$ cat config.mk
export PLATFORM = sky130hd
export DESIGN_NAME = slice_alu
export DESIGN_NICKNAME = d
export VERILOG_FILES = /design/src/rtl/slice_alu_pkg.sv /design/src/rtl/alu_bit_slice.sv /design/src/rtl/alu_msb_slice.sv /design/src/rtl/alu_slice_array.sv /design/src/rtl/slice_alu.sv
export SDC_FILE = /design/constraint.sdc
export NUM_CORES = 1
export LEC_CHECK = 0
export ABC_AREA = 1
export CORE_MARGIN = 4
export CORE_UTILIZATION = 49
export CTS_CLUSTER_SIZE = 20
export DETAILED_ROUTE_END_ITERATION = 6
export GPL_TIMING_DRIVEN = 0
export PLACE_DENSITY = 0.77
export RECOVER_POWER = 50
export SYNTH_ARGS = -nofsm -noshare
export SYNTH_HDL_FRONTEND = slang
export SYNTH_SLANG_ARGS = --single-unit
$ cat constraint.sdc
create_clock -name clk -period 15.8 [get_ports clk]
set_input_delay 1.58 -clock clk [delete_from_list [all_inputs] [get_ports clk]]
set_output_delay 1.58 -clock clk [all_outputs]
set_load 0.1 [all_outputs]
$ cat src/rtl/slice_alu_pkg.sv
`timescale 1ns/1ps
package slice_alu_pkg;

  // Op code: bit 2 = invert B and carry into bit 0, bits 1:0 = slice output select.
  localparam logic [2:0] OP_AND = 3'b000;
  localparam logic [2:0] OP_OR  = 3'b001;
  localparam logic [2:0] OP_ADD = 3'b010;
  localparam logic [2:0] OP_SUB = 3'b110;
  localparam logic [2:0] OP_SLT = 3'b111;

  typedef enum logic [1:0] {
    SEL_AND  = 2'b00,
    SEL_OR   = 2'b01,
    SEL_SUM  = 2'b10,
    SEL_LESS = 2'b11
  } slice_sel_e;

  function automatic logic op_defined(input logic [2:0] op);
    return (op == OP_AND) || (op == OP_OR) || (op == OP_ADD) ||
           (op == OP_SUB) || (op == OP_SLT);
  endfunction

  function automatic logic op_arith(input logic [2:0] op);
    return (op == OP_ADD) || (op == OP_SUB);
  endfunction

endpackage

$ cat src/rtl/alu_bit_slice.sv
`timescale 1ns/1ps
module alu_bit_slice
  import slice_alu_pkg::*;
(
  input  logic       a_i,
  input  logic       b_i,
  input  logic       cin_i,
  input  logic       binv_i,
  input  logic       less_i,
  input  logic [1:0] sel_i,
  output logic       res_o,
  output logic       cout_o
);
  logic b_eff;
  logic sum;

  always_comb begin
    b_eff  = b_i ^ binv_i;
    sum    = a_i ^ b_eff ^ cin_i;
    cout_o = (a_i & b_eff) | (a_i & cin_i) | (b_eff & cin_i);
    unique case (slice_sel_e'(sel_i))
      SEL_AND:  res_o = a_i & b_eff;
      SEL_OR:   res_o = a_i | b_eff;
      SEL_SUM:  res_o = sum;
      SEL_LESS: res_o = less_i;
      default:  res_o = 1'b0;
    endcase
  end
endmodule

$ cat src/rtl/alu_msb_slice.sv
`timescale 1ns/1ps
module alu_msb_slice
  import slice_alu_pkg::*;
(
  input  logic       a_i,
  input  logic       b_i,
  input  logic       cin_i,
  input  logic       binv_i,
  input  logic       less_i,
  input  logic [1:0] sel_i,
  output logic       res_o,
  output logic       cout_o,
  output logic       ovf_o,
  output logic       set_o
);
  logic top_sum;

  alu_bit_slice u_slice (
    .a_i    (a_i),
    .b_i    (b_i),
    .cin_i  (cin_i),
    .binv_i (binv_i),
    .less_i (less_i),
    .sel_i  (sel_i),
    .res_o  (res_o),
    .cout_o (cout_o)
  );

  always_comb begin
    top_sum = a_i ^ b_i ^ binv_i ^ cin_i;
    ovf_o   = cin_i ^ cout_o;
    // The true sign of the difference is the raw sign corrected by overflow.
    set_o   = top_sum ^ ovf_o;
  end
endmodule

$ cat src/rtl/alu_slice_array.sv
`timescale 1ns/1ps
module alu_slice_array #(
  parameter int WIDTH = 32
) (
  input  logic [2:0]       op_i,
  input  logic [WIDTH-1:0] a_i,
  input  logic [WIDTH-1:0] b_i,
  output logic [WIDTH-1:0] res_o,
  output logic             ovf_o
);
  localparam int MSB = WIDTH - 1;

  logic [WIDTH:0] carry;
  logic           set_bit;

  assign carry[0] = op_i[2];

  for (genvar i = 0; i < WIDTH; i++) begin : g_slice
    if (i == MSB) begin : g_top
      alu_msb_slice u_msb (
        .a_i    (a_i[i]),
        .b_i    (b_i[i]),
        .cin_i  (carry[i]),
        .binv_i (op_i[2]),
        .less_i (1'b0),
        .sel_i  (op_i[1:0]),
        .res_o  (res_o[i]),
        .cout_o (carry[i+1]),
        .ovf_o  (ovf_o),
        .set_o  (set_bit)
      );
    end else begin : g_low
      alu_bit_slice u_bit (
        .a_i    (a_i[i]),
        .b_i    (b_i[i]),
        .cin_i  (carry[i]),
        .binv_i (op_i[2]),
        .less_i ((i == 0) ? set_bit : 1'b0),
        .sel_i  (op_i[1:0]),
        .res_o  (res_o[i]),
        .cout_o (carry[i+1])
      );
    end
  end
endmodule

$ cat src/rtl/slice_alu.sv
`timescale 1ns/1ps
module slice_alu
  import slice_alu_pkg::*;
#(
  parameter int WIDTH = 32
) (
  input  logic             clk,
  input  logic             rst,
  input  logic [2:0]       op_i,
  input  logic [WIDTH-1:0] a_i,
  input  logic [WIDTH-1:0] b_i,
  output logic [WIDTH-1:0] result_o,
  output logic             zero_o,
  output logic             ovf_o
);
  logic [WIDTH-1:0] raw_res;
  logic             raw_ovf;
  logic [WIDTH-1:0] nxt_res;
  logic             nxt_ovf;

  alu_slice_array #(.WIDTH(WIDTH)) u_array (
    .op_i  (op_i),
    .a_i   (a_i),
    .b_i   (b_i),
    .res_o (raw_res),
    .ovf_o (raw_ovf)
  );

  always_comb begin
    nxt_res = op_defined(op_i) ? raw_res : '0;
    nxt_ovf = op_arith(op_i) & raw_ovf;
  end

  always_ff @(posedge clk) begin
    if (rst) begin
      result_o <= '0;
      zero_o   <= 1'b1;
      ovf_o    <= 1'b0;
    end else begin
      result_o <= nxt_res;
      zero_o   <= (nxt_res == '0);
      ovf_o    <= nxt_ovf;
    end
  end

  // Marks a cycle whose predecessor was out of reset, so $past inputs are meaningful.
  logic past_ok;
  always_ff @(posedge clk) past_ok <= !rst;

  p_and_r1: assert property (@(posedge clk) disable iff (rst)
    (past_ok && $past(op_i) == OP_AND) |-> result_o == ($past(a_i) & $past(b_i)));

  p_add_r2: assert property (@(posedge clk) disable iff (rst)
    (past_ok && $past(op_i) == OP_ADD) |-> result_o == WIDTH'($past(a_i) + $past(b_i)));

  p_sub_r3: assert property (@(posedge clk) disable iff (rst)
    (past_ok && $past(op_i) == OP_SUB) |-> result_o == WIDTH'($past(a_i) - $past(b_i)));

  p_slt_r4: assert property (@(posedge clk) disable iff (rst)
    (past_ok && $past(op_i) == OP_SLT) |->
      result_o == WIDTH'($signed($past(a_i)) < $signed($past(b_i))));

  p_zero_flag_r5: assert property (@(posedge clk) disable iff (rst)
    zero_o == (result_o == '0));

  p_no_overflow_r6: assert property (@(posedge clk) disable iff (rst)
    (past_ok && !op_arith($past(op_i))) |-> !ovf_o);

  p_unused_op_r7: assert property (@(posedge clk) disable iff (rst)
    (past_ok && !op_defined($past(op_i))) |-> (result_o == '0 && zero_o));

  p_reset_r8: assert property (@(posedge clk)
    $past(rst) |-> (result_o == '0 && zero_o && !ovf_o));
endmodule

* Word level (Yosys, flattened, before mapping)
Cells that the tools add are included.
** Storage, ports and cells
- Output and inout port bits :: 34
- Bits in registers :: 34
** Operators by class
- Reduce and logical (&&, ||, !) cells :: 8
- Muxes and demuxes :: 33
- Bitwise logic cells :: 294
- Equality and inequality tests :: 7
** Operators by type and width (count)
- $pmux 1 s4 :: 32
- $xor 1x1->1 :: 101
- $and 1x1->1 :: 97
- $or 1x1->1 :: 96
- $logic_not 32->1 :: 1
- $mux 32 :: 1
- $eq 3x3->1 const B :: 2
- $logic_or 1x1->1 :: 5
- $eq 2x2->1 const B :: 2
- $eq 3x1->1 const B :: 1
- $eq 3x2->1 const B :: 1
- $logic_not 3->1 :: 1
- $eq 2x1->1 const B :: 1
- $logic_not 2->1 :: 1

* Longest topological paths before layout
Gate-level depths: netlist of run 1.
- Word-level depth :: 102
- Mapped depth :: 47

* Modules after synthesis
A second synthesis of run 1 with hierarchy kept.
** Second synthesis, totals
- Cell total of the unflattened synthesis :: 742
- Area, all modules :: 4734.5 sq um
** Modules (own cells, without submodules)
- alu_bit_slice :: instances 32, cells each 18, area each 108.9 sq um
- slice_alu :: instances 1, cells each 145, area each 1167.4 sq um
- alu_msb_slice :: instances 1, cells each 20, area each 80.1 sq um
- alu_slice_array :: instances 1, cells each 1, area each 3.8 sq um

* Worst setup path after synthesis of run 1
Ideal clock, no wire load.
- Path kind :: input to register
- From :: input op_i[2]
- To :: register zero_o
- Path buffers :: 2
- Required time :: 15.687 ns
- Stages on the path :: 44
- Slack :: 1.314 ns
- Arrival time :: 14.373 ns
- Cell sequence :: buf_2 > buf_2 > xnor2_1 > inv_1 > fa_1 > fa_1 > fa_1 > fa_1 > fa_1 > fa_1 > fa_1 > fa_1 > fa_1 > fa_1 > fa_1 > fa_1 > fa_1 > fa_1 > [8 not listed] > fa_1 > fa_1 > fa_1 > fa_1 > fa_1 > fa_1 > fa_1 > fa_1 > inv_1 > nand2_1 > nand2_1 > inv_1 > nand2_1 > nand3_1 > a21oi_1 > nor2_1 > nand3_1 > nand2_1
** Between the ends
- Cells in the longest elaborated chain, start to end :: 102
- Elaborated cells on any way between the ends :: 335
- Those cells by class :: eq/ne: 4; mux: 33; bitwise: 292; reduce/logical: 6
** RTL lines
- start, declared :: RTL line slice_alu.sv:9 : input logic [2:0] op_i,
- $xor 1x1->1 :: RTL line alu_bit_slice.sv:18 : b_eff = b_i ^ binv_i;
- $and 1x1->1 :: RTL line alu_bit_slice.sv:20, alu_bit_slice.sv:22
- $or 1x1->1 (2 in series) :: RTL line alu_bit_slice.sv:20 : cout_o = (a_i & b_eff) | (a_i & cin_i) | (b_eff & cin_i);
- $and 1x1->1 :: RTL line alu_bit_slice.sv:20
- $or 1x1->1 (2 in series) :: RTL line alu_bit_slice.sv:20
- $and 1x1->1 :: RTL line alu_bit_slice.sv:20
- $or 1x1->1 (2 in series) :: RTL line alu_bit_slice.sv:20
- $and 1x1->1 :: RTL line alu_bit_slice.sv:20
- [81 not listed]
- $or 1x1->1 (2 in series) :: RTL line alu_bit_slice.sv:20
- $and 1x1->1 :: RTL line alu_bit_slice.sv:20
- $or 1x1->1 (2 in series) :: RTL line alu_bit_slice.sv:20
- $xor 1x1->1 :: RTL line alu_msb_slice.sv:31 : ovf_o = cin_i ^ cout_o;
- $xor 1x1->1 :: RTL line alu_msb_slice.sv:33 : set_o = top_sum ^ ovf_o;
- $pmux 1 s4 :: RTL line alu_bit_slice.sv:21 : unique case (slice_sel_e'(sel_i))
- $mux 32 (*) :: RTL line slice_alu.sv:30 : nxt_res = op_defined(op_i) ? raw_res : '0;
- $logic_not 32->1 (*) :: RTL line slice_alu.sv:41 : zero_o <= (nxt_res == '0);
- end signal, assigned :: RTL line slice_alu.sv:41
- end, declared :: RTL line slice_alu.sv:13 : output logic zero_o,
Mark *: on every way between the ends. The rest lies on a longest branch, timed or not.
A chain may end at the register's enable or synchronous reset.

* Worst setup path in the final report of run 1
- From :: input b_i[0]
- To :: register zero_o
** Between the ends
- Cells in the longest elaborated chain, start to end :: 102
- Elaborated cells on any way between the ends :: 200
- Those cells by class :: mux: 33; bitwise: 166; reduce/logical: 1
** RTL lines
- start, declared :: RTL line slice_alu.sv:11 : input logic [WIDTH-1:0] b_i,
- $xor 1x1->1 (*) :: RTL line alu_bit_slice.sv:18
- $and 1x1->1 :: RTL line alu_bit_slice.sv:20, alu_bit_slice.sv:22
- $or 1x1->1 (2 in series) :: RTL line alu_bit_slice.sv:20
- $and 1x1->1 :: RTL line alu_bit_slice.sv:20
- $or 1x1->1 (2 in series) :: RTL line alu_bit_slice.sv:20
- $and 1x1->1 :: RTL line alu_bit_slice.sv:20
- $or 1x1->1 (2 in series) :: RTL line alu_bit_slice.sv:20
- $and 1x1->1 :: RTL line alu_bit_slice.sv:20
- [81 not listed]
- $or 1x1->1 (2 in series) :: RTL line alu_bit_slice.sv:20
- $and 1x1->1 :: RTL line alu_bit_slice.sv:20
- $or 1x1->1 (2 in series) :: RTL line alu_bit_slice.sv:20
- $xor 1x1->1 :: RTL line alu_msb_slice.sv:31
- $xor 1x1->1 :: RTL line alu_msb_slice.sv:33
- $pmux 1 s4 :: RTL line alu_bit_slice.sv:21
- $mux 32 (*) :: RTL line slice_alu.sv:30
- $logic_not 32->1 (*) :: RTL line slice_alu.sv:41
Marks and branches as above.

==> impl_metrics.py, run 1 <==
metrics = {
    "job": {
        "cap_viol_max_count": 0,
    },
    "sta": {
        "post-route-min-period_ns": 15.39,
        "timing.final.max_slew_violations": 0,
        "post_layout_worst_setup_margin_ns": 0.413,
        "worst-slew-pin-transition_ns": 1.00,
        "relSlewSlack_pct": 33.1,
        "achievable-frequency_ghz": 0.0650,
        "holdWs_ns": 1.67,
        "setup_tns_ns": 0,
        "layout_worst_path_cycle_share_pct": 97.4,
        "rsz0062_at_grt": "no",
        "setup_viol": 0,
        "final_hold_viol_count": 0,
    },
    "worst_hold_path": {
        "worst_hold_path.endpoint": "result_o[27]",
        "timing.hold.worst_path_depth": 2,
        "hold_path.class": "in2reg",
        "min_delay_src": "rst",
    },
    "floorplan": {
        "core_sq_mm": 0.00785,
        "dieWidth_um": 98.4,
        "initial_util_pct": 51.1,
        "floorplan.io_pins": 103,
        "die_area_sq_mm": 0.00969,
        "dieHeight_um": 98.4,
        "num_rows": 32,
    },
    "global_route": {
        "first_global_vias": 3582,
        "grt_antenna_before_repair": 0,
        "grt_start_max_net_pins": 11,
        "globalRoute.totalOverflow": 0,
        "grt_pass1_wl_mm": 17.4,
        "track_usage_pct": 22.5,
    },
    "finish": {
        "finalNetCount": 819,
        "area_delta_synth_final_pct": 30.6,
        "antenna_cells_inserted": 0,
        "fraction_of_final_layout_cells_with_drive_strength_greater_than_1_pct": 6.40,
    },
    "synthesis": {
        "synth-simple-area-share_pct": 24.6,
        "synth_compound_area_share_pct": 2.25,
        "ys_seq_elements": 34,
        "syn-mean-instance-area_sq_um": 7.30,
        "synth-async-reset-ratio_pct": 0,
        "synth_edf_count": 0,
        "synth_warnings": 0,
        "synth_top_family_by_area": "adder cells",
        "synth_ff_type": "sky130_fd_sc_hd__dfxtp_1",
        "synth_fp_nets": 713,
        "syn_area_sq_mm": 0.00401,
        "syn_inst": 549,
        "netlist_cell_types": 26,
        "seq_area_frac_synth_pct": 17.0,
        "synthAdderAreaFrac_pct": 35.5,
        "yosys-mux-area-fraction_pct": 0,
        "xor_xnor_portion_of_the_synthesized_cell_area_pct": 6.77,
    },
    "clock_tree": {
        "hold_buf_count_cts": 0,
        "cts-htree-levels": 2,
        "cts.clk_slew.worst_paths_ns": 0.06,
        "clock-sinks": 34,
        "clock_tree.root_cell": "sky130_fd_sc_hd__clkbuf_8",
        "maximum_buffer_depth_of_the_clock_tree": 2,
        "numCtsBuffers": 5,
        "tritoncts_clock_tree": "built",
        "cts.repair_timing.setup_buffer_count": 0,
    },
    "routing": {
        "viasPerCell": 4.81,
        "drt_pre_antenna_iters": 6,
        "route.final.wire_length_mm": 10.8,
        "avgRoutedWirePerCell_um": 14.3,
        "detailedRoute.firstIterationViolations": 201,
        "drc": 0,
        "via_count": 3649,
        "postRouteAntennaNets": 0,
    },
    "place": {
        "post_detail_place_hpwl_mm": 8.79,
        "globalplace.congestion": 0.940,
        "io_buffers": 99,
        "post-place-ws_ns": 0.0242,
    },
    "critical_path": {
        "cp_slowest_cell": "sky130_fd_sc_hd__clkdlybuf4s50_1",
        "critical_path_class": "in2reg",
        "critPathMostFrequentCell": "sky130_fd_sc_hd__fa_1",
        "critical_path.startpoint_type": "input port",
        "timing.critical_path.slowest_cell_delay_ns": 0.47,
        "worst_setup_path_end_kind": "register",
        "worst-endpoint-required_ns": 16.02,
        "worstPathArrival_ns": 15.61,
        "worst-path-max-fanout": 2,
    },
    "power": {
        "pwr_density_cell_mw_per_mm2": 67.5,
        "worst_ir_drop_vdd_uv": 30.8,
        "power_leakage_nw": 2.76,
    },
    "status": {
        "outcome": "completed",
    },
}
## layout by cell type, fill, tap and decap left out, drive strengths merged
cell           Yosys  layout
a21oi              2       2
buf               21      20
clkbuf             3      11
clkdlybuf4s50      0      67
clkinv             0       1
dfxtp             34      34
dlygate4sd3        0      32
fa                31      31
ha                64      64
inv              109     109
nand2            139     139
nand3             38      38
nand3b             2       2
nand4              1       1
nor2              45      45
nor3               1       1
nor4               1       1
o21ai             16      16
or2               11      11
xnor2             31      31
## worst max-delay path, delay by kind of cell
kind	cells	cell delay, ns
AO/OA/AOI/OAI	1	0.16
adder cells (fa/ha/maj)	31	12.40
buffers and inverters	4	0.65
AND/OR/NAND/NOR	10	0.83
## logic make-up (layout without fill, tap and decap cells)
kind of cell / after synthesis / in the layout
buffers and inverters: 133 / 240
AO/OA/AOI/OAI: 18 / 18
flip-flops: 34 / 34
XOR/XNOR: 31 / 31
adder cells (fa/ha/maj): 95 / 95
AND/OR/NAND/NOR: 238 / 238
## synthesized netlist by cell type, types with 5 or more instances
library cell	n	share of area, %
sky130_fd_sc_hd__buf_2	13	1.6
sky130_fd_sc_hd__dfxtp_1	34	17
sky130_fd_sc_hd__fa_1	31	15
sky130_fd_sc_hd__ha_1	64	20
sky130_fd_sc_hd__inv_1	104	9.7
sky130_fd_sc_hd__inv_2	5	0.47
sky130_fd_sc_hd__nand2_1	138	13
sky130_fd_sc_hd__nand3_1	38	4.7
sky130_fd_sc_hd__nor2_1	44	4.1
sky130_fd_sc_hd__o21ai_1	12	1.5
sky130_fd_sc_hd__xnor2_1	31	6.8
## report_power, final
part / switching, mW / total (mW) / internal [mW] / leakage (nW)
Sequential: 0.00135 / 0.0932 / 0.0918 / 0.279
Combinational: 0.125 / 0.192 / 0.0673 / 2.44
Clock: 0.0327 / 0.0679 / 0.0352 / 0.0482
## metrics by stage
stage	power, mW	instance area (sq um)	util, %	instances
global placement	0.282	5130	65.3	750
floorplan	0.227	4010	-	549
global route	0.376	5240	66.7	758
finish	0.353	5240	66.7	758
CTS	0.355	5220	66.5	758
detailed placement	0.288	5130	65.3	750
## flip-flops by register name, indices dropped and copies added (netlist names)
register and count:
zero_o 1, result_o 32, ovf_o 1
## cell type report
cell class                 instances  area, sq um
clock inverter                     1         5.00
buffer                            24          150
timing repair buffer              99          991
multi-input combinational        382         2790
fill                             706         2610
sequential                        34          681
inverter                         109          409
tap                              102          128
clock buffer                       7         86.3
## how the worst max path moves through the flow
stage	slack, ns	startpoint	end
after global routing	0.02	b_i[1]	zero_o
after floorplan	1.31	op_i[2]	zero_o
final	0.41	b_i[0]	zero_o
after global placement	0.11	b_i[0]	zero_o
after detailed placement	0.02	b_i[0]	zero_o
after CTS	0.25	b_i[0]	zero_o
## routing by layer
layer / global-route usage (%) / vias to the layer above / part of all wire (%)
met5: 0 / - / 0
met4: 5.99 / 0 / 2.0
met3: 3.04 / 18 / 7.6
met2: 40.5 / 156 / 50
met1: 28.2 / 1676 / 41
li1: - / 1799 / -
## what timing repair did
item | CTS | global route
gates resized for setup | 0 | 6
setup endpoints to repair | 0 | 2
hold endpoints to repair | 0 | 0
Note: power is estimated with default switching activity, not from simulation.
==> run 2, diff against run 1 <==
==> constraint.sdc (replaced) <==
create_clock -name clk -period 16.04 [get_ports clk]
set_input_delay 1.604 -clock clk [delete_from_list [all_inputs] [get_ports clk]]
set_output_delay 1.604 -clock clk [all_outputs]
set_load 0.1 [all_outputs]
==> run 2 against run 1 <==
  * Via count about the same
  * Critical path depth unchanged
  * Final cell count unchanged
==> impl_metrics.py, run 2 (synthesis results as in run 1) <==
metrics = {
    "routing": {
        "via_count": 3647,
        "detailedRoute.firstIterationViolations": 208,
        "avgRoutedWirePerCell_um": 14.2,
        "drc": 0,
        "postRouteAntennaNets": 0,
        "route.final.wire_length_mm": 10.8,
        "viasPerCell": 4.81,
        "drt_pre_antenna_iters": 5,
    },
    "critical_path": {
        "timing.critical_path.slowest_cell_delay_ns": 0.47,
        "path_depth": 46,
        "worst-endpoint-required_ns": 16.27,
        "number_of_buffer_and_inverter_instances_along_the_worst_setup_path": 4,
        "cp_slowest_cell": "sky130_fd_sc_hd__clkdlybuf4s50_1",
        "timing.critical_path.max_delay_family": "adder cells",
        "critical_path_class": "in2reg",
        "critPathMostFrequentCell": "sky130_fd_sc_hd__fa_1",
        "critical_path.startpoint_type": "input port",
        "worst_setup_path_end_kind": "register",
        "worstPathArrival_ns": 15.78,
        "worst-path-max-fanout": 2,
        "crit_start": "b_i[0]",
    },
    "clock_tree": {
        "numCtsBuffers": 5,
        "cts-htree-levels": 2,
        "tritoncts_clock_tree": "built",
        "maximum_buffer_depth_of_the_clock_tree": 2,
        "clock-sinks": 34,
        "clock_tree.root_cell": "sky130_fd_sc_hd__clkbuf_8",
        "hold_buf_count_cts": 0,
        "cts.clk_slew.worst_paths_ns": 0.06,
    },
    "global_route": {
        "gr-usage-met3_pct": 3.04,
        "grt_start_max_net_pins": 11,
        "track_usage_pct": 22.5,
        "first_global_vias": 3582,
        "globalRoute.totalOverflow": 0,
        "grt_antenna_before_repair": 0,
        "grtUsageMet2_pct": 40.5,
        "global_route.peak_usage_layer": "met2",
        "grt_pass1_wl_mm": 17.4,
        "use_met1_pct": 28.2,
    },
    "sta": {
        "setup_tns_ns": 0,
        "relSlewSlack_pct": 33.1,
        "post-route-min-period_ns": 15.56,
        "rsz0062_at_grt": "no",
        "setup_viol": 0,
        "achievable-frequency_ghz": 0.0643,
        "layout_worst_path_cycle_share_pct": 97.0,
        "timing.final.max_slew_violations": 0,
        "worst-slew-pin-transition_ns": 1.00,
        "final_hold_viol_count": 0,
    },
    "finish": {
        "finish.cell_count_without_fillers": 758,
        "max_flop_register": "result_o",
        "area_delta_synth_final_pct": 30.4,
        "largest_register_ff_count": 32,
        "top_regs": "result_o x32, ovf_o x1, zero_o x1",
        "fillerInstances": 708,
        "finalNetCount": 819,
        "antenna_cells_inserted": 0,
        "layout.cells.most_common_list": "sky130_fd_sc_hd__nand2_1 (138), sky130_fd_sc_hd__inv_1 (104), sky130_fd_sc_hd__clkdlybuf4s50_1 (67)",
        "mostFrequentLayoutCell": "sky130_fd_sc_hd__nand2_1",
        "fraction_of_final_layout_cells_with_drive_strength_greater_than_1_pct": 5.95,
    },
    "status": {
        "outcome": "completed",
    },
    "power": {
        "report.power.total_mw": 0.347,
        "cell_internal_pwr_mw": 0.191,
        "power_leakage_nw": 2.77,
        "power_frac_comb_pct": 54.3,
        "clock_power_share_pct": 19.3,
        "worst_ir_drop_vdd_uv": 30.5,
        "pwr_density_cell_mw_per_mm2": 66.5,
        "seq_power_share_pct": 26.4,
        "sw_frac_of_total_pct": 45.0,
        "switching_power_mw": 0.156,
    },
    "floorplan": {
        "initial_util_pct": 51.1,
        "core_sq_mm": 0.00785,
        "dieHeight_um": 98.4,
        "num_rows": 32,
        "dieWidth_um": 98.4,
        "floorplan.io_pins": 103,
        "die_area_sq_mm": 0.00969,
    },
    "worst_hold_path": {
        "worst_hold_path.endpoint": "zero_o",
        "min_delay_src": "rst",
        "hold_path.class": "in2reg",
        "timing.hold.worst_path_depth": 3,
    },
    "place": {
        "post_detail_place_hpwl_mm": 8.79,
        "io_buffers": 99,
        "placedCellCount": 750,
        "globalplace.congestion": 0.940,
    },
    "job": {
        "cap_viol_max_count": 0,
    },
}
## run 2: what timing repair did
action / CTS / global route
endpoints found under the setup margin: 0 / 1
setup buffers: 0 / 0
gates resized for setup: 0 / 2
## run 2: worst max path at each step
| stage | slack (ns) | to |
|---|---|---|
| 3_5_place_dp | 0.24 | zero_o |
| 6_report | 0.48 | zero_o |
| 3_3_place_gp | 0.32 | zero_o |
| 2_1_floorplan | 1.53 | zero_o |
| 4_1_cts | 0.46 | zero_o |
| 5_1_grt | 0.04 | zero_o |
## run 2: cell type report
| cell class | count | area (sq um) | share of cell area [%] |
|---|---|---|---|
| multi-input combinational | 382 | 2780 | 53.2 |
| timing repair buffer | 99 | 991 | 19.0 |
| sequential | 34 | 681 | 13.0 |
| inverter | 109 | 409 | 7.83 |
| buffer | 24 | 148 | 2.83 |
| tap | 102 | 128 | 2.44 |
| clock buffer | 7 | 86.3 | 1.65 |
| clock inverter | 1 | 5.00 | 0.0958 |
## run 2: through the flow
stage / utilization (%) / area, sq um / hold WS, ns / setup slack [ns]
6_report: 66.6 / 5230 / 1.70 / 0.482
5_1_grt: 66.6 / 5230 / 1.72 / 0.0371
4_1_cts: 66.5 / 5220 / 1.69 / 0.462
3_5_place_dp: 65.3 / 5130 / 1.98 / 0.240
3_3_place_gp: 65.3 / 5130 / 1.96 / 0.324
2_1_floorplan: - / 4010 / 1.87 / 1.53
## run 2: power groups by stage
stage / logic (mW) / clock network [mW] / registers, mW
after floorplan: 0.0856 / 0 / 0.138
after CTS: 0.190 / 0.0671 / 0.0922
final: 0.189 / 0.0670 / 0.0918
after global placement: 0.184 / 0 / 0.0939
after global routing: 0.207 / 0.0697 / 0.0924
after detailed placement: 0.189 / 0 / 0.0941
## run 2: layer usage
| metal | routed length, um | vias up |
|---|---|---|
| li1 | - | 1798 |
| met1 | 4310 | 1683 |
| met2 | 5400 | 149 |
| met3 | 859 | 17 |
| met4 | 221 | 0 |
| met5 | 0 | - |
